File: config.mk
export PLATFORM = sky130hd
export DESIGN_NAME = clos_path_alloc
export DESIGN_NICKNAME = d
export VERILOG_FILES = /design/src/rtl/clos_pkg.sv /design/src/rtl/clos_link_map.sv /design/src/rtl/clos_pick.sv /design/src/rtl/clos_path_table.sv /design/src/rtl/clos_path_alloc.sv
export SDC_FILE = /design/constraint.sdc
export NUM_CORES = 1
export LEC_CHECK = 0
export ABC_AREA = 1
export CAP_MARGIN = 10
export CORE_ASPECT_RATIO = 0.9
export CORE_MARGIN = 1
export CORE_UTILIZATION = 51
export CTS_CLUSTER_DIAMETER = 120
export DETAILED_ROUTE_END_ITERATION = 8
export PLACE_DENSITY = 0.69
export SLEW_MARGIN = 0
export SYNTH_ARGS = -nofsm -noshare
export SYNTH_HDL_FRONTEND = slang
export SYNTH_SLANG_ARGS = --single-unit
File: constraint.sdc
create_clock -name clk -period 4.1 [get_ports clk]
set_input_delay 0.41 -clock clk [delete_from_list [all_inputs] [get_ports clk]]
set_output_delay 0.41 -clock clk [all_outputs]
set_load 0.01 [all_outputs]
File: src/rtl/clos_pkg.sv
package clos_pkg;
   typedef enum logic [1:0] {
      ST_OK      = 2'd0,
      ST_BLOCKED = 2'd1,
      ST_ERROR   = 2'd2
   } clos_status_e;

   typedef enum logic {
      OP_SETUP   = 1'b0,
      OP_RELEASE = 1'b1
   } clos_op_e;
endpackage

File: src/rtl/clos_link_map.sv
module clos_link_map #(
   parameter int MIDS = 2,
   parameter int NGRP = 3,
   localparam int GW = (NGRP > 1) ? $clog2(NGRP) : 1,
   localparam int MW = (MIDS > 1) ? $clog2(MIDS) : 1
) (
   input  logic            clk,
   input  logic            rst_n,
   input  logic [GW-1:0]   qry_lg,
   input  logic [GW-1:0]   qry_rg,
   input  logic            upd_en,
   input  logic            upd_val,
   input  logic [MW-1:0]   upd_mid,
   input  logic [GW-1:0]   upd_lg,
   input  logic [GW-1:0]   upd_rg,
   output logic [MIDS-1:0] free_vec
);
   for (genvar m = 0; m < MIDS; m++) begin : g_mid
      logic [NGRP-1:0] busy_l;
      logic [NGRP-1:0] busy_r;
      logic            hit;

      assign hit = upd_en && (upd_mid == MW'(m));

      always_ff @(posedge clk) begin
         if (!rst_n) begin
            busy_l <= '0;
            busy_r <= '0;
         end else if (hit) begin
            busy_l[upd_lg] <= upd_val;
            busy_r[upd_rg] <= upd_val;
         end
      end

      assign free_vec[m] = !busy_l[qry_lg] && !busy_r[qry_rg];

      // a link is never booked twice
      a_r3_no_double_book: assert property (@(posedge clk) disable iff (!rst_n)
         (hit && upd_val) |-> (!busy_l[upd_lg] && !busy_r[upd_rg]));
      // a release only clears links that were held
      a_r6_clear_held: assert property (@(posedge clk) disable iff (!rst_n)
         (hit && !upd_val) |-> (busy_l[upd_lg] && busy_r[upd_rg]));
   end
endmodule

File: src/rtl/clos_pick.sv
module clos_pick #(
   parameter int W = 2,
   localparam int IW = (W > 1) ? $clog2(W) : 1
) (
   input  logic [W-1:0]  vec,
   output logic          found,
   output logic [IW-1:0] idx
);
   always_comb begin
      idx = '0;
      for (int i = W - 1; i >= 0; i--) begin
         if (vec[i]) idx = IW'(i);
      end
   end
   assign found = |vec;
endmodule

File: src/rtl/clos_path_table.sv
module clos_path_table #(
   parameter int NP   = 6,
   parameter int MIDS = 2,
   localparam int PW = (NP > 1) ? $clog2(NP) : 1,
   localparam int MW = (MIDS > 1) ? $clog2(MIDS) : 1
) (
   input  logic          clk,
   input  logic          rst_n,
   input  logic          set_en,
   input  logic          clr_en,
   input  logic [PW-1:0] wr_in,
   input  logic [PW-1:0] wr_out,
   input  logic [MW-1:0] wr_mid,
   input  logic [PW-1:0] rd_in,
   output logic [PW-1:0] rd_dest,
   output logic [MW-1:0] rd_mid,
   output logic [NP-1:0] conn_vec,
   output logic [NP-1:0] obusy_vec
);
   logic [PW-1:0] dest_q [NP];
   logic [MW-1:0] mid_q  [NP];

   always_ff @(posedge clk) begin
      if (!rst_n) begin
         conn_vec  <= '0;
         obusy_vec <= '0;
         for (int i = 0; i < NP; i++) begin
            dest_q[i] <= '0;
            mid_q[i]  <= '0;
         end
      end else if (set_en) begin
         conn_vec[wr_in]   <= 1'b1;
         obusy_vec[wr_out] <= 1'b1;
         dest_q[wr_in]     <= wr_out;
         mid_q[wr_in]      <= wr_mid;
      end else if (clr_en) begin
         conn_vec[wr_in]          <= 1'b0;
         obusy_vec[dest_q[wr_in]] <= 1'b0;
      end
   end

   assign rd_dest = dest_q[rd_in];
   assign rd_mid  = mid_q[rd_in];

   // every connected input owns exactly one busy output
   a_r6_port_balance: assert property (@(posedge clk) disable iff (!rst_n)
      $countones(conn_vec) == $countones(obusy_vec));
   // a setup never lands on a busy port
   a_r5_set_idle: assert property (@(posedge clk) disable iff (!rst_n)
      set_en |-> (!conn_vec[wr_in] && !obusy_vec[wr_out]));
endmodule

File: src/rtl/clos_path_alloc.sv
module clos_path_alloc
   import clos_pkg::*;
#(
   parameter int N_PORTS = 6,
   parameter int GRP     = 2,
   parameter int MIDS    = 2,
   localparam int PW = (N_PORTS > 1) ? $clog2(N_PORTS) : 1,
   localparam int MW = (MIDS > 1) ? $clog2(MIDS) : 1
) (
   input  logic          clk,
   input  logic          rst_n,
   input  logic          req_valid,
   input  logic          req_op,
   input  logic [PW-1:0] req_in,
   input  logic [PW-1:0] req_out,
   output logic          rsp_valid,
   output logic [1:0]    rsp_status,
   output logic [MW-1:0] rsp_mid
);
   localparam int NGRP = N_PORTS / GRP;
   localparam int GW   = (NGRP > 1) ? $clog2(NGRP) : 1;

   if (GRP < 1 || MIDS < 1 || N_PORTS < 2) begin : g_bad_size
      $error("clos_path_alloc: sizes must be positive");
   end
   if (N_PORTS % GRP != 0) begin : g_bad_split
      $error("clos_path_alloc: N_PORTS must be a multiple of GRP");
   end

   logic          in_ok, out_ok;
   logic [PW-1:0] in_idx, out_idx;
   logic [GW-1:0] in_grp, out_grp, rel_grp;
   logic [PW-1:0] rd_dest;
   logic [MW-1:0] rd_mid;
   logic [N_PORTS-1:0] conn_vec, obusy_vec;
   logic [MIDS-1:0] free_vec;
   logic            found;
   logic [MW-1:0]   pick_idx;

   logic          tbl_set, tbl_clr;
   logic          lnk_en, lnk_val;
   logic [MW-1:0] lnk_mid;
   logic [GW-1:0] lnk_rg;
   clos_status_e  st_n;
   logic [MW-1:0] mid_n;

   assign in_ok   = int'(req_in) < N_PORTS;
   assign out_ok  = int'(req_out) < N_PORTS;
   assign in_idx  = in_ok ? req_in : '0;
   assign out_idx = out_ok ? req_out : '0;
   assign in_grp  = GW'(int'(in_idx) / GRP);
   assign out_grp = GW'(int'(out_idx) / GRP);
   assign rel_grp = GW'(int'(rd_dest) / GRP);

   clos_path_table #(.NP(N_PORTS), .MIDS(MIDS)) u_table (
      .clk(clk), .rst_n(rst_n),
      .set_en(tbl_set), .clr_en(tbl_clr),
      .wr_in(in_idx), .wr_out(out_idx), .wr_mid(pick_idx),
      .rd_in(in_idx), .rd_dest(rd_dest), .rd_mid(rd_mid),
      .conn_vec(conn_vec), .obusy_vec(obusy_vec)
   );

   clos_link_map #(.MIDS(MIDS), .NGRP(NGRP)) u_links (
      .clk(clk), .rst_n(rst_n),
      .qry_lg(in_grp), .qry_rg(out_grp),
      .upd_en(lnk_en), .upd_val(lnk_val), .upd_mid(lnk_mid),
      .upd_lg(in_grp), .upd_rg(lnk_rg),
      .free_vec(free_vec)
   );

   clos_pick #(.W(MIDS)) u_pick (
      .vec(free_vec), .found(found), .idx(pick_idx)
   );

   always_comb begin
      st_n    = ST_ERROR;
      mid_n   = '0;
      tbl_set = 1'b0;
      tbl_clr = 1'b0;
      lnk_en  = 1'b0;
      lnk_val = 1'b0;
      lnk_mid = pick_idx;
      lnk_rg  = out_grp;
      if (req_valid) begin
         if (clos_op_e'(req_op) == OP_SETUP) begin
            if (!in_ok || !out_ok || conn_vec[in_idx] || obusy_vec[out_idx]) begin
               st_n = ST_ERROR;
            end else if (found) begin
               st_n    = ST_OK;
               mid_n   = pick_idx;
               tbl_set = 1'b1;
               lnk_en  = 1'b1;
               lnk_val = 1'b1;
            end else begin
               st_n = ST_BLOCKED;
            end
         end else begin
            if (!in_ok || !conn_vec[in_idx]) begin
               st_n = ST_ERROR;
            end else begin
               st_n    = ST_OK;
               mid_n   = rd_mid;
               tbl_clr = 1'b1;
               lnk_en  = 1'b1;
               lnk_mid = rd_mid;
               lnk_rg  = rel_grp;
            end
         end
      end
   end

   always_ff @(posedge clk) begin
      if (!rst_n) begin
         rsp_valid  <= 1'b0;
         rsp_status <= ST_OK;
         rsp_mid    <= '0;
      end else begin
         rsp_valid  <= req_valid;
         rsp_status <= st_n;
         rsp_mid    <= mid_n;
      end
   end

   // one response per request, one cycle later
   a_r2_latency: assert property (@(posedge clk) disable iff (!rst_n)
      req_valid |=> rsp_valid);
   a_r2_no_spurious: assert property (@(posedge clk) disable iff (!rst_n)
      !req_valid |=> !rsp_valid);
   // a refused request leaves the port state alone
   a_r5_refuse_no_change: assert property (@(posedge clk) disable iff (!rst_n)
      (rsp_valid && rsp_status != ST_OK) |->
         (conn_vec == $past(conn_vec) && obusy_vec == $past(obusy_vec)));
   // an ok index names an existing middle switch
   a_r3_mid_range: assert property (@(posedge clk) disable iff (!rst_n)
      (rsp_valid && rsp_status == ST_OK) |-> (int'(rsp_mid) < MIDS));

   if (MIDS >= 2 * GRP - 1) begin : g_nonblocking
      // enough middle switches means no blocking
      a_r8_never_blocked: assert property (@(posedge clk) disable iff (!rst_n)
         rsp_valid |-> (rsp_status != ST_BLOCKED));
   end
endmodule

==> metrics.txt <==
share of the synthesized area in the top cell type=a little under a quarter; Seq. cell area=1470 µm²; fmax=between 0.3 and 0.4 GHz; Hold Path Origin=u_links.g_mid[1].busy_l[0]; total track usage=~26%; FF-to-FF path depth=9; number of global-route vias before repair=~2.8k; Synth Area per Inst=~7.3 µm²; Area after DPL=around 3600 µm²; Clock Path Buffers=2; PD cells=about 360 nW/µm²; post-DP HPWL=approximately 6000 µm; antenna cells=0; Crit Path Max Fanout=35; CTS H-tree depth=3; GR Overflow Total=0; Reg-to-Reg End=u_table.dest_q[7][2]; # hold bufs at CTS=0; Post-Syn Area=3480 µm²; CTS tree=built; Crit path largest cell delay=around 530 ps; final hold vios=0; Worst Hold Endpoint=u_links.g_mid[1].busy_l[0]; min Tclk post-route=between 3000 and 4000 ps; Worst-Skew Late Latency=between 300 and 400 ps; Final Setup Violations=0; CTS-repair resized insts=0; Relative slew margins=roughly three fifths; DRC=0; syn nets=496; Iter 0 DRT Violations=~280; io pins=14; Clock Sinks=60; max-capacitance violation count=0; sequential area share after synthesis=42.3%; antenna-violating nets left=0; largest net degree at the start of global routing=36; Area Growth Syn to Fin=9.49%; 1st-pass router iterations=5; NumNets Final=between 500 and 600; top cells by area, synth=edfxtp_1, dfxtp_1, nand2_1; post-CTS setup buffers=0; first-pass GRT wire length=roughly 13000 µm; clock slew at reported path FFs=about 70 ps; clk root buf=clkbuf_8; period utilization=approximately three quarters; port bufs=13; die area=7160 µm²; Worst setup EP type=flip-flop; RSZ-0062 raised after global routing=no; cell count after synthesis=about 480; Critical Path Slowest Stage Cell=clkdlybuf4s50_1; distinct cell type count of the synthesized netlist=32; initial antenna violation count=0; via count=roughly 3.1k; Lkg Pwr=around 1.6 nW; critical path, cell by cell=clkdlybuf4s50_1 -> ha_1 -> inv_2 -> nand2_4 -> inv_2 -> nor2_2 -> nor2_1 -> o21ai_2 -> nand2_4 -> nor2_8 -> nand3_4 -> nor2_4 -> nand3_1 -> nor2_1; critical path startpoint category=input pin; Detailed Route WL=between 8000 and 9000 µm; DR WL/cell=around 14 µm; Peak VDD IR=roughly 0.21 mV; Vias/cell=between 5 and 6; die width=89.1 µm; WS Path Type=input pin to flip-flop; RR Startpoint=u_links.g_mid[0].busy_r[0]; initial core utilization=about 53%; #FFs+latches synth=60; Die Span Y=roughly 80 µm; share of layout cells above drive strength 1=~10%; Worst Tran Pin Value=roughly 600 ps; hold path cells=2; outcome=complete, no violations; core area=about 6600 µm²; WP data arrival=~3100 ps; Yosys top cell by area=edfxtp_1; Synth warnings=0; Fillers=~650; area of the multi-input gates=roughly 1600 µm²; Final TNS setup=0 ps; Hold Crit Class=flip-flop to flip-flop; routability cong.=about 0.84; FP Rows=28; max-slew violation count=0; Finished Cell Area=between 3000 and 4000 µm²; Worst Path Required=roughly 4100 ps; CTS Buf Count=9; flop-to-flop setup slack=2040 ps; worst clock skew=around 11 ps
power by group:
| part | switching, mW | internal [mW] | leakage [nW] |
|---|---|---|---|
| Sequential | 0.00464 | 0.637 | 0.527 |
| Combinational | 0.141 | 0.0603 | 1.00 |
| Clock | 0.230 | 0.294 | 0.0991 |
synth_stat cells:
cell and number:
nand2_1 128, nor2_1 62, nand3_1 54, inv_1 48, dfxtp_1 33, edfxtp_1 27
a21oi_1 21, nand4_1 17, inv_2 12, buf_2 10, ha_1 8, o21ai_0 7
o21ai_1 7, buf_6 5, nand2_4 5, nand3b_1 5, buf_1 4, clkbuf_1 4
nand2_2 3, nor2_2 3, o211ai_1 2, o21ai_4 2, o22ai_1 2, a211oi_1 1
and3_1 1, buf_4 1, nand3_4 1, nor2_4 1, nor2_8 1, nor3_1 1
o21ai_2 1, o221ai_1 1
routing by layer:
metal | part of all wire [%] | global-route usage (%) | vias to the layer above
met3 | 7.9 | 7.40 | 22
met2 | 44 | 39.4 | 103
met1 | 46 | 34.5 | 1419
met4 | 2.1 | 9.52 | 0
met5 | 0 | 0 | -
li1 | - | - | 1550
worst max-delay path, delay by kind of cell:
kind / cells / cell delay [ps]
and+or+nand+nor: 9 / 1520
buffers and inverters: 3 / 870
adders and majority gates: 1 / 230
AOI/OAI and AO/OA: 1 / 90
cell type report:
| class | count | area share (%) |
|---|---|---|
| inverter | 60 | 5.91 |
| tap | 90 | 2.95 |
| clock buffer | 11 | 3.71 |
| multi-input combinational | 334 | 43.1 |
| clock inverter | 5 | 1.38 |
| timing repair buffer | 18 | 4.40 |
| sequential | 60 | 38.6 |
cells in the final DEF (no fill, tap or decap), types with 8 or more instances in the layout:
| cell | count |
|---|---|
| edfxtp_1 | 27 |
| ha_1 | 8 |
| nand4_1 | 17 |
| nand2_1 | 128 |
| dfxtp_1 | 33 |
| nand3_1 | 54 |
| nor2_1 | 62 |
| clkdlybuf4s50_1 | 13 |
| inv_2 | 12 |
| clkbuf_8 | 10 |
| a21oi_1 | 21 |
| inv_1 | 48 |
worst max path at each step:
stage | start | to | slack (ps) | cells after the start
floorplan | req_in[2] | u_table.dest_q[7][0] | 1760 | 13
global placement | req_in[1] | u_table.dest_q[5][0] | 780 | 14
detailed placement | req_in[1] | u_table.dest_q[6][0] | 620 | 14
CTS | req_in[1] | u_table.dest_q[6][1] | 990 | 14
global route | req_in[1] | u_table.dest_q[7][2] | 690 | 14
finish | req_in[1] | u_table.dest_q[7][2] | 970 | 14
through the flow:
step	total power, mW	hold WS (ps)	setup slack, ps	utilization [%]	std cells
4_1_cts	1.38	443	992	57.9	578
6_report	1.37	444	971	57.9	578
3_5_place_dp	0.853	433	620	54.9	562
3_3_place_gp	0.851	431	779	54.9	562
5_1_grt	1.42	479	686	57.9	578
2_1_floorplan	0.804	421	1760	-	478
sequential cells by signal, indices dropped and copies added, names as in the netlist, named ones only:
signal                count
u_table.dest_q           24
u_table.mid_q             8
u_links.g_mid.busy_l      6
u_links.g_mid.busy_r      6
u_table.obusy_vec         6
rsp_status                2
rsp_mid                   1
rsp_valid                 1
cells by family (layout without fill, tap and decap cells):
family,count (synthesis),count (layout),synth area share (%)
simple gates,282,282,36.8
buf+inv,84,94,10.6
flops,60,60,42.3
compound gates,44,44,7.47
fa+ha+maj,8,8,2.87
Power figures use the tool's default switching activity.
